### config.mk
export PLATFORM = sky130hd
export DESIGN_NAME = nrfrac_div
export DESIGN_NICKNAME = d
export VERILOG_FILES = /design/src/rtl/nrfrac_div_pkg.sv /design/src/rtl/nrfrac_div_guard.sv /design/src/rtl/nrfrac_div_step.sv /design/src/rtl/nrfrac_div_ctrl.sv /design/src/rtl/nrfrac_div.sv
export SDC_FILE = /design/constraint.sdc
export NUM_CORES = 1
export LEC_CHECK = 0
export ABC_CLOCK_PERIOD_IN_PS = 3800
export BUFFER_PORTS_ARGS = -buffer_cell sky130_fd_sc_hd__clkbuf_2
export CORE_ASPECT_RATIO = 1.4
export CORE_MARGIN = 2
export CORE_UTILIZATION = 56
export CTS_CLUSTER_SIZE = 20
export DETAILED_ROUTE_END_ITERATION = 6
export PLACE_DENSITY = 0.77
export REMOVE_ABC_BUFFERS = 1
export SLEW_MARGIN = 20
export SYNTH_ARGS = -nofsm -noshare
export SYNTH_HDL_FRONTEND = slang
export SYNTH_SLANG_ARGS = --single-unit
### constraint.sdc
create_clock -name clk_i -period 3.8 [get_ports clk_i]
set_input_delay 0.76 -clock clk_i [delete_from_list [all_inputs] [get_ports clk_i]]
set_output_delay 0.76 -clock clk_i [all_outputs]
set_load 0.02 [all_outputs]
### src/rtl/nrfrac_div_pkg.sv
package nrfrac_div_pkg;
  typedef enum logic [1:0] {
    ST_IDLE = 2'd0,
    ST_RUN  = 2'd1,
    ST_FIX  = 2'd2
  } nrdiv_state_e;
endpackage

### src/rtl/nrfrac_div_guard.sv
module nrfrac_div_guard #(
  parameter int W = 8
) (
  input  logic [W-1:0] dvd_mag_i,
  input  logic [W-1:0] dvs_mag_i,
  output logic         bad_o
);
  always_comb begin
    bad_o = (dvs_mag_i == '0) || (dvd_mag_i >= dvs_mag_i);
  end
endmodule

### src/rtl/nrfrac_div_step.sv
// One non-restoring step: double the remainder, then add or subtract the divisor by its sign.
module nrfrac_div_step #(
  parameter int W = 8
) (
  input  logic [W+1:0] rem_i,
  input  logic [W-1:0] dvs_i,
  output logic [W+1:0] rem_o,
  output logic         qbit_o
);
  localparam int RW = W + 2;

  logic [RW-1:0] dbl;
  logic [RW-1:0] dvs_ext;

  always_comb begin
    dbl     = {rem_i[RW-2:0], 1'b0};
    dvs_ext = {2'b00, dvs_i};
    if (rem_i[RW-1]) rem_o = dbl + dvs_ext;
    else             rem_o = dbl - dvs_ext;
    qbit_o = ~rem_o[RW-1];
  end
endmodule

### src/rtl/nrfrac_div_ctrl.sv
module nrfrac_div_ctrl
  import nrfrac_div_pkg::*;
#(
  parameter int W = 8
) (
  input  logic clk_i,
  input  logic rst_ni,
  input  logic start_i,
  input  logic bad_i,
  output logic load_o,
  output logic reject_o,
  output logic step_o,
  output logic fix_o,
  output logic busy_o
);
  localparam int CW = $clog2(W + 1);
  localparam logic [CW-1:0] LAST = CW'(W - 1);

  nrdiv_state_e state_q, state_d;
  logic [CW-1:0] cnt_q, cnt_d;

  always_comb begin
    state_d  = state_q;
    cnt_d    = cnt_q;
    load_o   = 1'b0;
    reject_o = 1'b0;
    step_o   = 1'b0;
    fix_o    = 1'b0;
    unique case (state_q)
      ST_IDLE: begin
        if (start_i) begin
          if (bad_i) reject_o = 1'b1;
          else begin
            load_o  = 1'b1;
            cnt_d   = '0;
            state_d = ST_RUN;
          end
        end
      end
      ST_RUN: begin
        step_o = 1'b1;
        cnt_d  = cnt_q + 1'b1;
        if (cnt_q == LAST) state_d = ST_FIX;
      end
      ST_FIX: begin
        fix_o   = 1'b1;
        state_d = ST_IDLE;
      end
      default: state_d = ST_IDLE;
    endcase
  end

  always_ff @(posedge clk_i or negedge rst_ni) begin
    if (!rst_ni) begin
      state_q <= ST_IDLE;
      cnt_q   <= '0;
    end else begin
      state_q <= state_d;
      cnt_q   <= cnt_d;
    end
  end

  assign busy_o = (state_q != ST_IDLE);
endmodule

### src/rtl/nrfrac_div.sv
module nrfrac_div #(
  parameter int W = 8
) (
  input  logic         clk_i,
  input  logic         rst_ni,
  input  logic         start_i,
  input  logic         dvd_sign_i,
  input  logic [W-1:0] dvd_mag_i,
  input  logic         dvs_sign_i,
  input  logic [W-1:0] dvs_mag_i,
  output logic         busy_o,
  output logic         done_o,
  output logic         err_o,
  output logic [W:0]   quo_o,
  output logic [W-1:0] rem_o
);
  localparam int RW = W + 2;

  logic          bad;
  logic          load, reject, step_en, fix_en;
  logic [RW-1:0] rem_q, rem_nxt, first_diff, rem_fix;
  logic [W-1:0]  dvs_q;
  logic [W:0]    quo_q;
  logic          sign_q, qbit;

  nrfrac_div_guard #(.W(W)) u_guard (
    .dvd_mag_i (dvd_mag_i),
    .dvs_mag_i (dvs_mag_i),
    .bad_o     (bad)
  );

  nrfrac_div_ctrl #(.W(W)) u_ctrl (
    .clk_i    (clk_i),
    .rst_ni   (rst_ni),
    .start_i  (start_i),
    .bad_i    (bad),
    .load_o   (load),
    .reject_o (reject),
    .step_o   (step_en),
    .fix_o    (fix_en),
    .busy_o   (busy_o)
  );

  nrfrac_div_step #(.W(W)) u_step (
    .rem_i  (rem_q),
    .dvs_i  (dvs_q),
    .rem_o  (rem_nxt),
    .qbit_o (qbit)
  );

  always_comb begin
    first_diff = {2'b00, dvd_mag_i} - {2'b00, dvs_mag_i};
    rem_fix    = rem_q[RW-1] ? rem_q + {2'b00, dvs_q} : rem_q;
  end

  // datapath: first subtraction at load, then W steps; top quotient bit is the discarded zero
  always_ff @(posedge clk_i or negedge rst_ni) begin
    if (!rst_ni) begin
      rem_q  <= '0;
      dvs_q  <= '0;
      quo_q  <= '0;
      sign_q <= 1'b0;
    end else if (load) begin
      rem_q  <= first_diff;
      dvs_q  <= dvs_mag_i;
      quo_q  <= {{W{1'b0}}, ~first_diff[RW-1]};
      sign_q <= dvd_sign_i ^ dvs_sign_i;
    end else if (step_en) begin
      rem_q  <= rem_nxt;
      quo_q  <= {quo_q[W-1:0], qbit};
    end
  end

  always_ff @(posedge clk_i or negedge rst_ni) begin
    if (!rst_ni) begin
      done_o <= 1'b0;
      err_o  <= 1'b0;
      quo_o  <= '0;
      rem_o  <= '0;
    end else begin
      done_o <= reject | fix_en;
      if (reject) begin
        err_o <= 1'b1;
        quo_o <= '0;
        rem_o <= '0;
      end else if (load) begin
        err_o <= 1'b0;
      end else if (fix_en) begin
        quo_o <= {sign_q, quo_q[W-1:0]};
        rem_o <= rem_fix[W-1:0];
      end
    end
  end
endmodule

==> results.md, run 1 <==
* Run status: completed
* Worst setup path class: primary input to flip-flop
* Clock network latency to the later pin of the worst-skew pair at 0.30 ns
* Async set-reset flop share out of synthesis at 1.00
* Start point of the critical path: dvs_mag_i[6]
* CTS tree: done
* Setup Slack @ Placement at 0.640 ns
* Final instance area at 3980 sq um
* ANT cells at 0
* Clk network pwr share at 0.118
* PortBufs at 40
* Vias per std cell at 5.90
* Proportion of synthesized chip area in sequential cells at 0.362
* Global Route Usage Sum at 0.246
* Grt ovf at 0
* DRC viols at 0
* Post-CTS Setup Bufs at 0
* DR iter-0 viols at 109
* CTS Root Buffer Type: sky130_fd_sc_hd__clkbuf_8
* Final clock period utilization by the worst path at 0.758
* Share of total power in combinational logic at 0.612
* Antenna-violating nets left at 0
* Quantity of gates resized following cts at 0
* Clock transition at path regs at 0.10 ns
* Power per cell area at 939 nW/um^2
* Overall power after layout at 3.74 mW
* Cts-stage hold buffer count at 0
* Start of the worst register-to-register path: rem_q[0]
* Pin count of the biggest net entering global routing at 40
* Placed standard-cell area at 3850 sq um
* Number of H-tree levels at 2
* Core footprint at 6210 sq um
* Initial Util at 0.579
* Net switching share of the total power at 0.461
* Syn-to-layout area delta at 10.8%
* Global-route wire length before repair at 14000 um
* WP data arrival at 3.08 ns
* Transition time at the pin with the least slew margin at 0.978 ns
* Layout Nets at 508
* Class of the tightest hold or removal check: flip-flop to flip-flop
* Share of post-route cells with drive strength above 1 at 0.139
* Row count at 34
* Biggest area consumer among synthesized cells: sky130_fd_sc_hd__dfrtp_1
* Worst vdd ir at 0.317 mV
* Internal reg-to-reg setup slack at 1.24 ns
* Cell count after synthesis at 416
* Register-to-Register Path Depth at 9
* Post-synthesis register bit count at 52
* Rel. slew slack at 0.348
* Number of max-slew violations in the final report at 0
* Number of global-route vias before repair at 3088
* Placed cells at 518
* Fraction of power consumed by sequential logic at 0.270
* Count of flip-flops with a built-in enable after synthesis at 0
* Maximum fanout along the worst path at 26
* Antenna violations before repair at 0
* End of the critical path: rem_q[7]
* Finished Core Util at 0.641
* Cell types with the largest area share after synthesis: sky130_fd_sc_hd__dfrtp_1, sky130_fd_sc_hd__ha_1, sky130_fd_sc_hd__nand2_1
* Clock buffers created by TritonCTS at 5
* Maximum capacitance violations at 0
* Kind of end point of the critical path: flip-flop
* Full die area at 7090 sq um
* Clock skew after layout at 0.00978 ns
* Share of the synthesized area in the top cell type at 0.362
* Routed length per placed instance at 15.5 um
* Overall die width at 71.7 um
* Final period demand of the worst path at 2.88 ns
* Final setup slack of the worst path at 0.921 ns
* Endpoint of the lowest-slack register-to-register path: quo_q[0]
* WHS at 0.482 ns
* Standby leakage power at 1.95 nW
* Final HPWL DP at 6120 um
* Die Height at 98.8 um
* Internal power component at 2.02 mW
* Mean cell area of the mapped netlist at 8.64 sq um
* Count of endpoints failing hold in the final timing report at 0
* Routed wire length at 8120 um
* Setup repair after global routing missed its margin: false
* Number of clock sinks seen by CTS at 52
* I/O pin count at 41
* Number of detailed-routing iterations run before antenna repair at 4
* Distinct cell type count after synthesis at 55
* Final total negative setup slack at 0 ns
* Total number of yosys warnings at 0
* Maximum clock frequency at 347 MHz
* Finished Layout Cells at 525
* Primary FF master, synth: sky130_fd_sc_hd__dfrtp_1
* Startpoint class of the critical path: primary input
* Deepest clock path buffer count at 2
* Global placement routability congestion at 0.957
* Sw power at 1.72 mW
* Summed instance area of the synthesized netlist at 3600 sq um
* Vias post-DR at 3100
* Total of endpoints with negative setup slack in the final report at 0
* CP required at 4.00 ns
==> synthesized netlist by cell type (6+ instances only) <==
library cell                n
sky130_fd_sc_hd__o31ai_1    7
sky130_fd_sc_hd__nand2b_1   8
sky130_fd_sc_hd__nor2b_1    9
sky130_fd_sc_hd__nand2_1   66
sky130_fd_sc_hd__mux2i_1    9
sky130_fd_sc_hd__nor2_1    30
sky130_fd_sc_hd__a21oi_1   22
sky130_fd_sc_hd__xor2_1     6
sky130_fd_sc_hd__dfrtp_1   52
sky130_fd_sc_hd__nor3_1     6
sky130_fd_sc_hd__inv_1     30
sky130_fd_sc_hd__xnor2_1    7
sky130_fd_sc_hd__o21ai_0   36
sky130_fd_sc_hd__buf_2      7
sky130_fd_sc_hd__nand3_1   14
sky130_fd_sc_hd__ha_1      30
sky130_fd_sc_hd__clkbuf_1   6
sky130_fd_sc_hd__a211oi_1   9
==> sequential cells by signal, summed over array words and instances, names as in the netlist <==
register,cells
quo_q,8
rem_o,8
u_ctrl.state_q,2
rem_q,10
u_ctrl.cnt_q,4
dvs_q,8
err_o,1
quo_o,9
done_o,1
sign_q,1
==> how the worst min path moves through the flow <==
stage                              to             from  cells after the start
CTS                          quo_q[7]         quo_q[7]                      2
finish                       quo_q[7]         quo_q[7]                      2
global placement             quo_q[7]         quo_q[7]                      2
detailed placement           quo_q[7]         quo_q[7]                      2
floorplan           u_ctrl.state_q[1]  u_ctrl.cnt_q[3]                      1
global route                 quo_q[7]         quo_q[7]                      2
==> per-layer routing <==
metal / wire, um / global-route usage / part of all wire
met5: 0 / 0 / 0
met4: 268 / 0.107 / 0.033
met3: 345 / 0.0256 / 0.043
met2: 4140 / 0.437 / 0.51
met1: 3360 / 0.296 / 0.41
==> worst max-delay path, cell delays in order <==
cell and delay (ns):
sky130_fd_sc_hd__clkbuf_2 0.09, sky130_fd_sc_hd__inv_1 0.05, sky130_fd_sc_hd__ha_1 0.38, sky130_fd_sc_hd__nand4_1 0.15
sky130_fd_sc_hd__a311oi_2 0.42, sky130_fd_sc_hd__nor3_2 0.15, sky130_fd_sc_hd__a31oi_4 0.71, sky130_fd_sc_hd__a21oi_1 0.13
sky130_fd_sc_hd__a22o_1 0.24
==> cell type report <==
| cell class | count | area (sq um) |
|---|---|---|
| clock buffers | 5 | 68.8 |
| clock inverters | 2 | 60.1 |
| fillers | 539 | 2230 |
| inverters | 30 | 113 |
| multi-input cells | 318 | 2100 |
| flip-flops and latches | 52 | 1300 |
| well taps | 72 | 90.1 |
| repair buffers | 46 | 245 |
==> cell usage in the layout, fill, tap and decap left out, types with 4 or more instances in the layout <==
cell                       Yosys  final
sky130_fd_sc_hd__nor2b_1       9      9
sky130_fd_sc_hd__xor2_1        6      6
sky130_fd_sc_hd__a211oi_1      9      9
sky130_fd_sc_hd__buf_4         0      6
sky130_fd_sc_hd__inv_1        30     30
sky130_fd_sc_hd__dfrtp_1      52     52
sky130_fd_sc_hd__a21o_1        4      4
sky130_fd_sc_hd__nand2_1      66     66
sky130_fd_sc_hd__nor3_1        6      6
sky130_fd_sc_hd__clkbuf_8      0      5
sky130_fd_sc_hd__clkbuf_2      0     40
sky130_fd_sc_hd__xnor2_1       7      7
sky130_fd_sc_hd__nor2_1       30     30
sky130_fd_sc_hd__nand3_1      14     14
sky130_fd_sc_hd__o31ai_1       7      7
sky130_fd_sc_hd__o21ai_0      36     36
sky130_fd_sc_hd__mux2i_1       9      9
sky130_fd_sc_hd__a21oi_1      22     22
sky130_fd_sc_hd__ha_1         30     30
sky130_fd_sc_hd__nand2b_1      8      8
sky130_fd_sc_hd__nand4_1       4      4
sky130_fd_sc_hd__fa_1          4      4
==> logic make-up (layout without fill, tap and decap cells) <==
kind of cell,after synthesis,count (layout),synth area share
AO/OA/AOI/OAI,112,112,0.206
multiplexers,10,10,0.0282
flip-flops,52,52,0.362
XOR/XNOR,13,13,0.0317
adder cells (fa/ha/maj),34,34,0.127
AND/OR/NAND/NOR,149,149,0.191
buffers and inverters,46,83,0.0546
==> power by group through the flow <==
stage | clock network, mW | registers [mW] | logic, mW
after floorplan | 0 | 1.09 | 1.62
after global placement | 0 | 1.01 | 2.17
after detailed placement | 0 | 1.02 | 2.25
after CTS | 0.445 | 1.01 | 2.27
after global routing | 0.467 | 1.05 | 2.56
final | 0.441 | 1.01 | 2.29
Power figures use the tool's default switching activity.
==> inputs of run 2 (changes only) <==
--- a/config.mk
+++ b/config.mk
@@ -5,14 +5,14 @@
 export SDC_FILE = /design/constraint.sdc
 export NUM_CORES = 1
 export LEC_CHECK = 0
-export ABC_CLOCK_PERIOD_IN_PS = 3800
+export ABC_CLOCK_PERIOD_IN_PS = 2500
 export BUFFER_PORTS_ARGS = -buffer_cell sky130_fd_sc_hd__clkbuf_2
 export CORE_ASPECT_RATIO = 1.4
 export CORE_MARGIN = 2
-export CORE_UTILIZATION = 56
+export CORE_UTILIZATION = 53
 export CTS_CLUSTER_SIZE = 20
 export DETAILED_ROUTE_END_ITERATION = 6
-export PLACE_DENSITY = 0.77
+export PLACE_DENSITY = 0.76
 export REMOVE_ABC_BUFFERS = 1
 export SLEW_MARGIN = 20
 export SYNTH_ARGS = -nofsm -noshare
==> constraint.sdc (replaced) <==
create_clock -name clk_i -period 2.5 [get_ports clk_i]
set_input_delay 0.5 -clock clk_i [delete_from_list [all_inputs] [get_ports clk_i]]
set_output_delay 0.5 -clock clk_i [all_outputs]
set_load 0.02 [all_outputs]
==> run 2 against run 1 <==
Design area grew 4.7%; largest power group unchanged; clock skew shrank 0.0031 ns; setup slack lost 0.80 ns; power grew 54%; count of clock-buffer cells in the layout is the same; largest cell class unchanged.
==> results.md, run 2 (synthesis gave the netlist of run 1 again) <==
* Global Route Usage Sum at 0.246
* Post-CTS Setup Bufs at 0
* Finished Layout Cells at 550
* Clock network latency to the later pin of the worst-skew pair at 0.30 ns
* Number of clock sinks seen by CTS at 52
* Setup repair after global routing missed its margin: false
* Cts-stage hold buffer count at 0
* Deepest clock path buffer count at 2
* Largest registers: rem_q x10, quo_o x9
* Layout Nets at 532
* Row count at 35
* Internal reg-to-reg setup slack at 0.12 ns
* Maximum capacitance violations at 0
* DR iter-0 viols at 181
* I/O pin count at 41
* Worst setup path class: flip-flop to flip-flop
* Antenna violations before repair at 0
* Setup Slack @ Placement at -0.0317 ns
* Final total negative setup slack at 0 ns
* PortBufs at 40
* Transition time at the pin with the least slew margin at 0.661 ns
* Power per cell area at 1380 nW/um^2
* Die Height at 101 um
* DRC viols at 0
* Share of post-route cells with drive strength above 1 at 0.185
* Full die area at 7470 sq um
* Final clock period utilization by the worst path at 0.952
* Overall power after layout at 5.74 mW
* Grt ovf at 0
* Number of detailed-routing iterations run before antenna repair at 4
* ANT cells at 0
* Number of global-route vias before repair at 3219
* Worst vdd ir at 0.498 mV
* Startpoint class of the critical path: flip-flop
* Met1 GRT Util at 0.293
* Core footprint at 6570 sq um
* Total of endpoints with negative setup slack in the final report at 0
* Most common cell after layout, fill and taps aside: sky130_fd_sc_hd__nand2_1
* Combined area of the multi-input logic cells at 2120 sq um
* Class of the tightest hold or removal check: primary input to async pin
* CTS Root Buffer Type: sky130_fd_sc_hd__clkbuf_8
* Initial Util at 0.547
* Clock buffers created by TritonCTS at 5
* Maximum clock frequency at 420 MHz
* Met3 demand-to-capacity share in global routing at 0.0239
* Layout filler cell count at 579
* WP data arrival at 2.63 ns
* Clock skew after layout at 0.00672 ns
* Antenna-violating nets left at 0
* Vias per std cell at 5.87
* Overall die width at 73.6 um
* Max reg flops at 10
* CP required at 2.75 ns
* Most flops, register: rem_q
* Top library cells by usage in the layout, fill and taps aside: sky130_fd_sc_hd__nand2_1, sky130_fd_sc_hd__dfrtp_1, sky130_fd_sc_hd__clkbuf_2, sky130_fd_sc_hd__o21ai_0
* Clock transition at path regs at 0.09 ns
* Global placement routability congestion at 0.916
* Sequential cell area at 1300 sq um
* Quantity of gates resized following cts at 0
* Final setup slack of the worst path at 0.120 ns
* Kind of end point of the critical path: flip-flop
* Most Crowded Layer GR: met2
* Met2 Usage GRT at 0.444
* Number of H-tree levels at 2
* Placed cells at 544
* Number of max-slew violations in the final report at 0
* Pin count of the biggest net entering global routing at 29
* Final period demand of the worst path at 2.38 ns
* Count of endpoints failing hold in the final timing report at 0
* Rel. slew slack at 0.559
* Global-route wire length before repair at 14600 um
* Vias post-DR at 3228
* Maximum fanout along the worst path at 7
* Standby leakage power at 2.06 nW
* CTS tree: done
* Routed length per placed instance at 15.5 um
* Routed wire length at 8510 um
* Syn-to-layout area delta at 16.0%
* Run status: completed
* Final HPWL DP at 6790 um
run 2: cell count changes in the layout (fill, tap and decap cells not counted), sizes merged:
| cell | previous run | this run |
|---|---|---|
| buf | 6 | 30 |
| bufinv | 2 | 1 |
run 2: power breakdown:
group,internal [mW],total [mW],switching [mW]
logic,1.59,3.66,2.07
clock network,0.288,0.546,0.258
registers,1.21,1.54,0.327
run 2: path summary, 6_finish.rpt:
check,start,to,depth (start not counted)
min in group clk_i,dvs_mag_i[5],dvs_q[5],3
min reg2reg,u_ctrl.cnt_q[3],u_ctrl.state_q[1],1
max reg2reg,rem_q[3],quo_q[0],7
min,rst_ni,quo_o[8],1
max in group asynchronous,rst_ni,u_ctrl.cnt_q[0],2
max,rem_q[3],quo_q[0],7
run 2: critical path: stages (launching register included):
cell                        delay [ns]
sky130_fd_sc_hd__dfrtp_1          0.46
sky130_fd_sc_hd__ha_1             0.47
sky130_fd_sc_hd__nand2_1          0.09
sky130_fd_sc_hd__a211oi_1         0.45
sky130_fd_sc_hd__o2111ai_1        0.25
sky130_fd_sc_hd__a211o_1          0.33
sky130_fd_sc_hd__o211ai_1         0.10
sky130_fd_sc_hd__mux2_2           0.17
run 2: stage by stage:
stage	util	area [sq um]	hold slack [ns]
after floorplan	-	3510	0.204
after global placement	0.618	4060	0.461
after detailed placement	0.618	4060	0.472
after CTS	0.633	4160	0.230
after global routing	0.635	4170	0.254
final	0.635	4170	0.210
run 2: final cells by class:
type / count / share of cell area
Multi-Input combinational cell: 318 / 0.507
Inverter: 30 / 0.0270
Sequential cell: 52 / 0.312
Clock inverter: 1 / 0.00720
Clock buffer: 5 / 0.0165
Timing Repair Buffer: 70 / 0.108
Tap cell: 74 / 0.0222
run 2: layer usage:
metal | vias to the layer above | wire (um)
li1 | 1579 | -
met1 | 1543 | 3530
met2 | 89 | 4480
met3 | 17 | 258
met4 | 0 | 247
met5 | - | 0
==> inputs of run 3 (changes only) <==
--- a/config.mk
+++ b/config.mk
@@ -12,7 +12,7 @@
 export CORE_UTILIZATION = 53
 export CTS_CLUSTER_SIZE = 20
 export DETAILED_ROUTE_END_ITERATION = 6
-export PLACE_DENSITY = 0.76
+export PLACE_DENSITY_LB_ADDON = 0.08
 export REMOVE_ABC_BUFFERS = 1
 export SLEW_MARGIN = 20
 export SYNTH_ARGS = -nofsm -noshare
==> run 3 against run 2 <==
Cell count up 2.5%; register-to-register slack improved by 0.05 ns; core utilization up 1.5 points; critical endpoint unchanged; sequential power hardly changed; sequential share of layout area shrank 0.72 points; power is 0.13% higher.
==> results.md, run 3 (synthesis gave the netlist of run 1 again) <==
* I/O pin count at 41
* Antenna-violating nets left at 0
* ANT cells at 0
* Maximum capacitance violations at 0
* Net switching share of the total power at 0.462
* Standby leakage power at 2.12 nW
* Endpoint of the lowest-slack register-to-register path: quo_q[0]
* Worst setup path class: flip-flop to flip-flop
* Layout filler cell count at 570
* Share of total power in combinational logic at 0.649
* Worst vdd ir at 0.548 mV
* Row count at 35
* Number of global-route vias before repair at 3162
* Share of post-route cells with drive strength above 1 at 0.204
* CTS tree: done
* Most common cell after layout, fill and taps aside: sky130_fd_sc_hd__nand2_1
* Number of detailed-routing iterations run before antenna repair at 4
* Class of the tightest hold or removal check: primary input to async pin
* WP data arrival at 2.53 ns
* Post-CTS Setup Bufs at 0
* Routed wire length at 8390 um
* Start point of the critical path: dvs_q[6]
* DR iter-0 viols at 191
* Pin count of the biggest net entering global routing at 53
* Max reg flops at 10
* CP required at 2.70 ns
* Vias post-DR at 3211
* PortBufs at 40
* Rel. slew slack at 0.564
* Final HPWL DP at 6660 um
* CTS Root Buffer Type: sky130_fd_sc_hd__clkbuf_8
* Power per cell area at 1350 nW/um^2
* Internal power component at 3.09 mW
* Run status: completed
* Count of endpoints failing hold in the final timing report at 0
* Die Height at 101 um
* Number of max-slew violations in the final report at 0
* Final clock period utilization by the worst path at 0.933
* Clock transition at path regs at 0.10 ns
* Core footprint at 6570 sq um
* Clock buffers created by TritonCTS at 5
* Clock network latency to the later pin of the worst-skew pair at 0.31 ns
* Antenna violations before repair at 0
* Full die area at 7470 sq um
* Initial Util at 0.547
* Final instance area at 4270 sq um
* Setup repair after global routing missed its margin: false
* Fraction of power consumed by sequential logic at 0.266
* Layout Nets at 544
* Total of endpoints with negative setup slack in the final report at 0
* Top library cells by usage in the layout, fill and taps aside: sky130_fd_sc_hd__nand2_1, sky130_fd_sc_hd__dfrtp_1, sky130_fd_sc_hd__clkbuf_2, sky130_fd_sc_hd__buf_4, sky130_fd_sc_hd__o21ai_0
* Final period demand of the worst path at 2.33 ns
* Clk network pwr share at 0.085
* Most flops, register: rem_q
* Global Route Usage Sum at 0.242
* Finished Core Util at 0.650
* Number of H-tree levels at 2
* Transition time at the pin with the least slew margin at 0.653 ns
* DRC viols at 0
* Global-route wire length before repair at 14300 um
* Sw power at 2.66 mW
* Largest registers: rem_q x10, quo_o x9
* Internal reg-to-reg setup slack at 0.17 ns
* Clock skew after layout at 0.00169 ns
* Maximum clock frequency at 429 MHz
* Overall power after layout at 5.75 mW
* Overall die width at 73.6 um
* Kind of end point of the critical path: flip-flop
* Grt ovf at 0
* Deepest clock path buffer count at 2
* End of the critical path: quo_q[0]
* Global placement routability congestion at 0.875
* Vias per std cell at 5.69
* Register-to-Register Path Depth at 8
* Start of the worst register-to-register path: dvs_q[6]
* Placed standard-cell area at 4180 sq um
* Startpoint class of the critical path: flip-flop
* Syn-to-layout area delta at 18.8%
* Number of clock sinks seen by CTS at 52
* Maximum fanout along the worst path at 3
* Routed length per placed instance at 14.9 um
==> run 3: changes by cell type in the layout (fill, tap and decap cells not counted), sizes merged <==
cell | before | now
buf | 30 | 42
bufinv | 1 | 0
clkbuf | 45 | 46
clkinv | 0 | 1
clkinvlp | 0 | 1
==> run 3: power groups by stage <==
| stage | registers (mW) | logic, mW | clock network, mW |
|---|---|---|---|
| after detailed placement | 1.55 | 3.69 | 0 |
| after global placement | 1.53 | 3.61 | 0 |
| after CTS | 1.53 | 3.72 | 0.499 |
| final | 1.53 | 3.73 | 0.490 |
| after floorplan | 1.65 | 2.46 | 0 |
| after global routing | 1.58 | 4.20 | 0.529 |
==> run 3: per-layer routing <==
layer / GRT usage / wire length (um) / up-vias
li1: - / - / 1604
met1: 0.289 / 3480 / 1506
met2: 0.442 / 4380 / 84
met3: 0.0269 / 265 / 17
met4: 0.0811 / 263 / 0
met5: 0 / 0 / -
==> run 3: repair_timing <==
action | CTS | global route
gates resized for setup | 0 | 1
hold buffers | 0 | 0
setup endpoints to repair | 0 | 3
==> run 3: worst min path at each step <==
stage / startpoint / endpoint / slack [ns]
floorplan: rst_ni / done_o / 0.20
global placement: quo_q[7] / quo_q[7] / 0.46
global route: rst_ni / rem_o[6] / 0.37
detailed placement: quo_q[7] / quo_q[7] / 0.47
finish: rst_ni / quo_o[8] / 0.30
CTS: rst_ni / quo_q[3] / 0.32
==> run 3: final cells by class <==
| cell class | instances | area (sq um) | share of cell area |
|---|---|---|---|
| inverter | 30 | 113 | 0.0264 |
| clock buffer | 6 | 72.6 | 0.0170 |
| timing repair buffer | 82 | 566 | 0.132 |
| multi-input combinational | 318 | 2110 | 0.494 |
| tap | 74 | 92.6 | 0.0217 |
| clock inverter | 2 | 16.3 | 0.00381 |
| sequential | 52 | 1300 | 0.305 |
==> run 3: through the flow <==
| step | hold slack (ns) | TNS, ns | setup WS (ns) | std cells |
|---|---|---|---|---|
| 6_report | 0.295 | 0 | 0.168 | 564 |
| 5_1_grt | 0.367 | 0 | 0.0121 | 564 |
| 4_1_cts | 0.319 | 0 | 0.0595 | 564 |
| 3_5_place_dp | 0.468 | -0.643 | -0.134 | 556 |
| 3_3_place_gp | 0.456 | -0.160 | -0.0811 | 556 |
| 2_1_floorplan | 0.204 | -8.49 | -0.833 | 400 |
==> run 3: worst max-delay path, stage by stage (launching register included) <==
cell	delay [ns]
sky130_fd_sc_hd__dfrtp_1	0.43
sky130_fd_sc_hd__inv_1	0.08
sky130_fd_sc_hd__ha_1	0.30
sky130_fd_sc_hd__nor4b_1	0.41
sky130_fd_sc_hd__o31ai_1	0.17
sky130_fd_sc_hd__a31oi_1	0.25
sky130_fd_sc_hd__a211o_1	0.18
sky130_fd_sc_hd__o211ai_1	0.10
sky130_fd_sc_hd__mux2_2	0.28
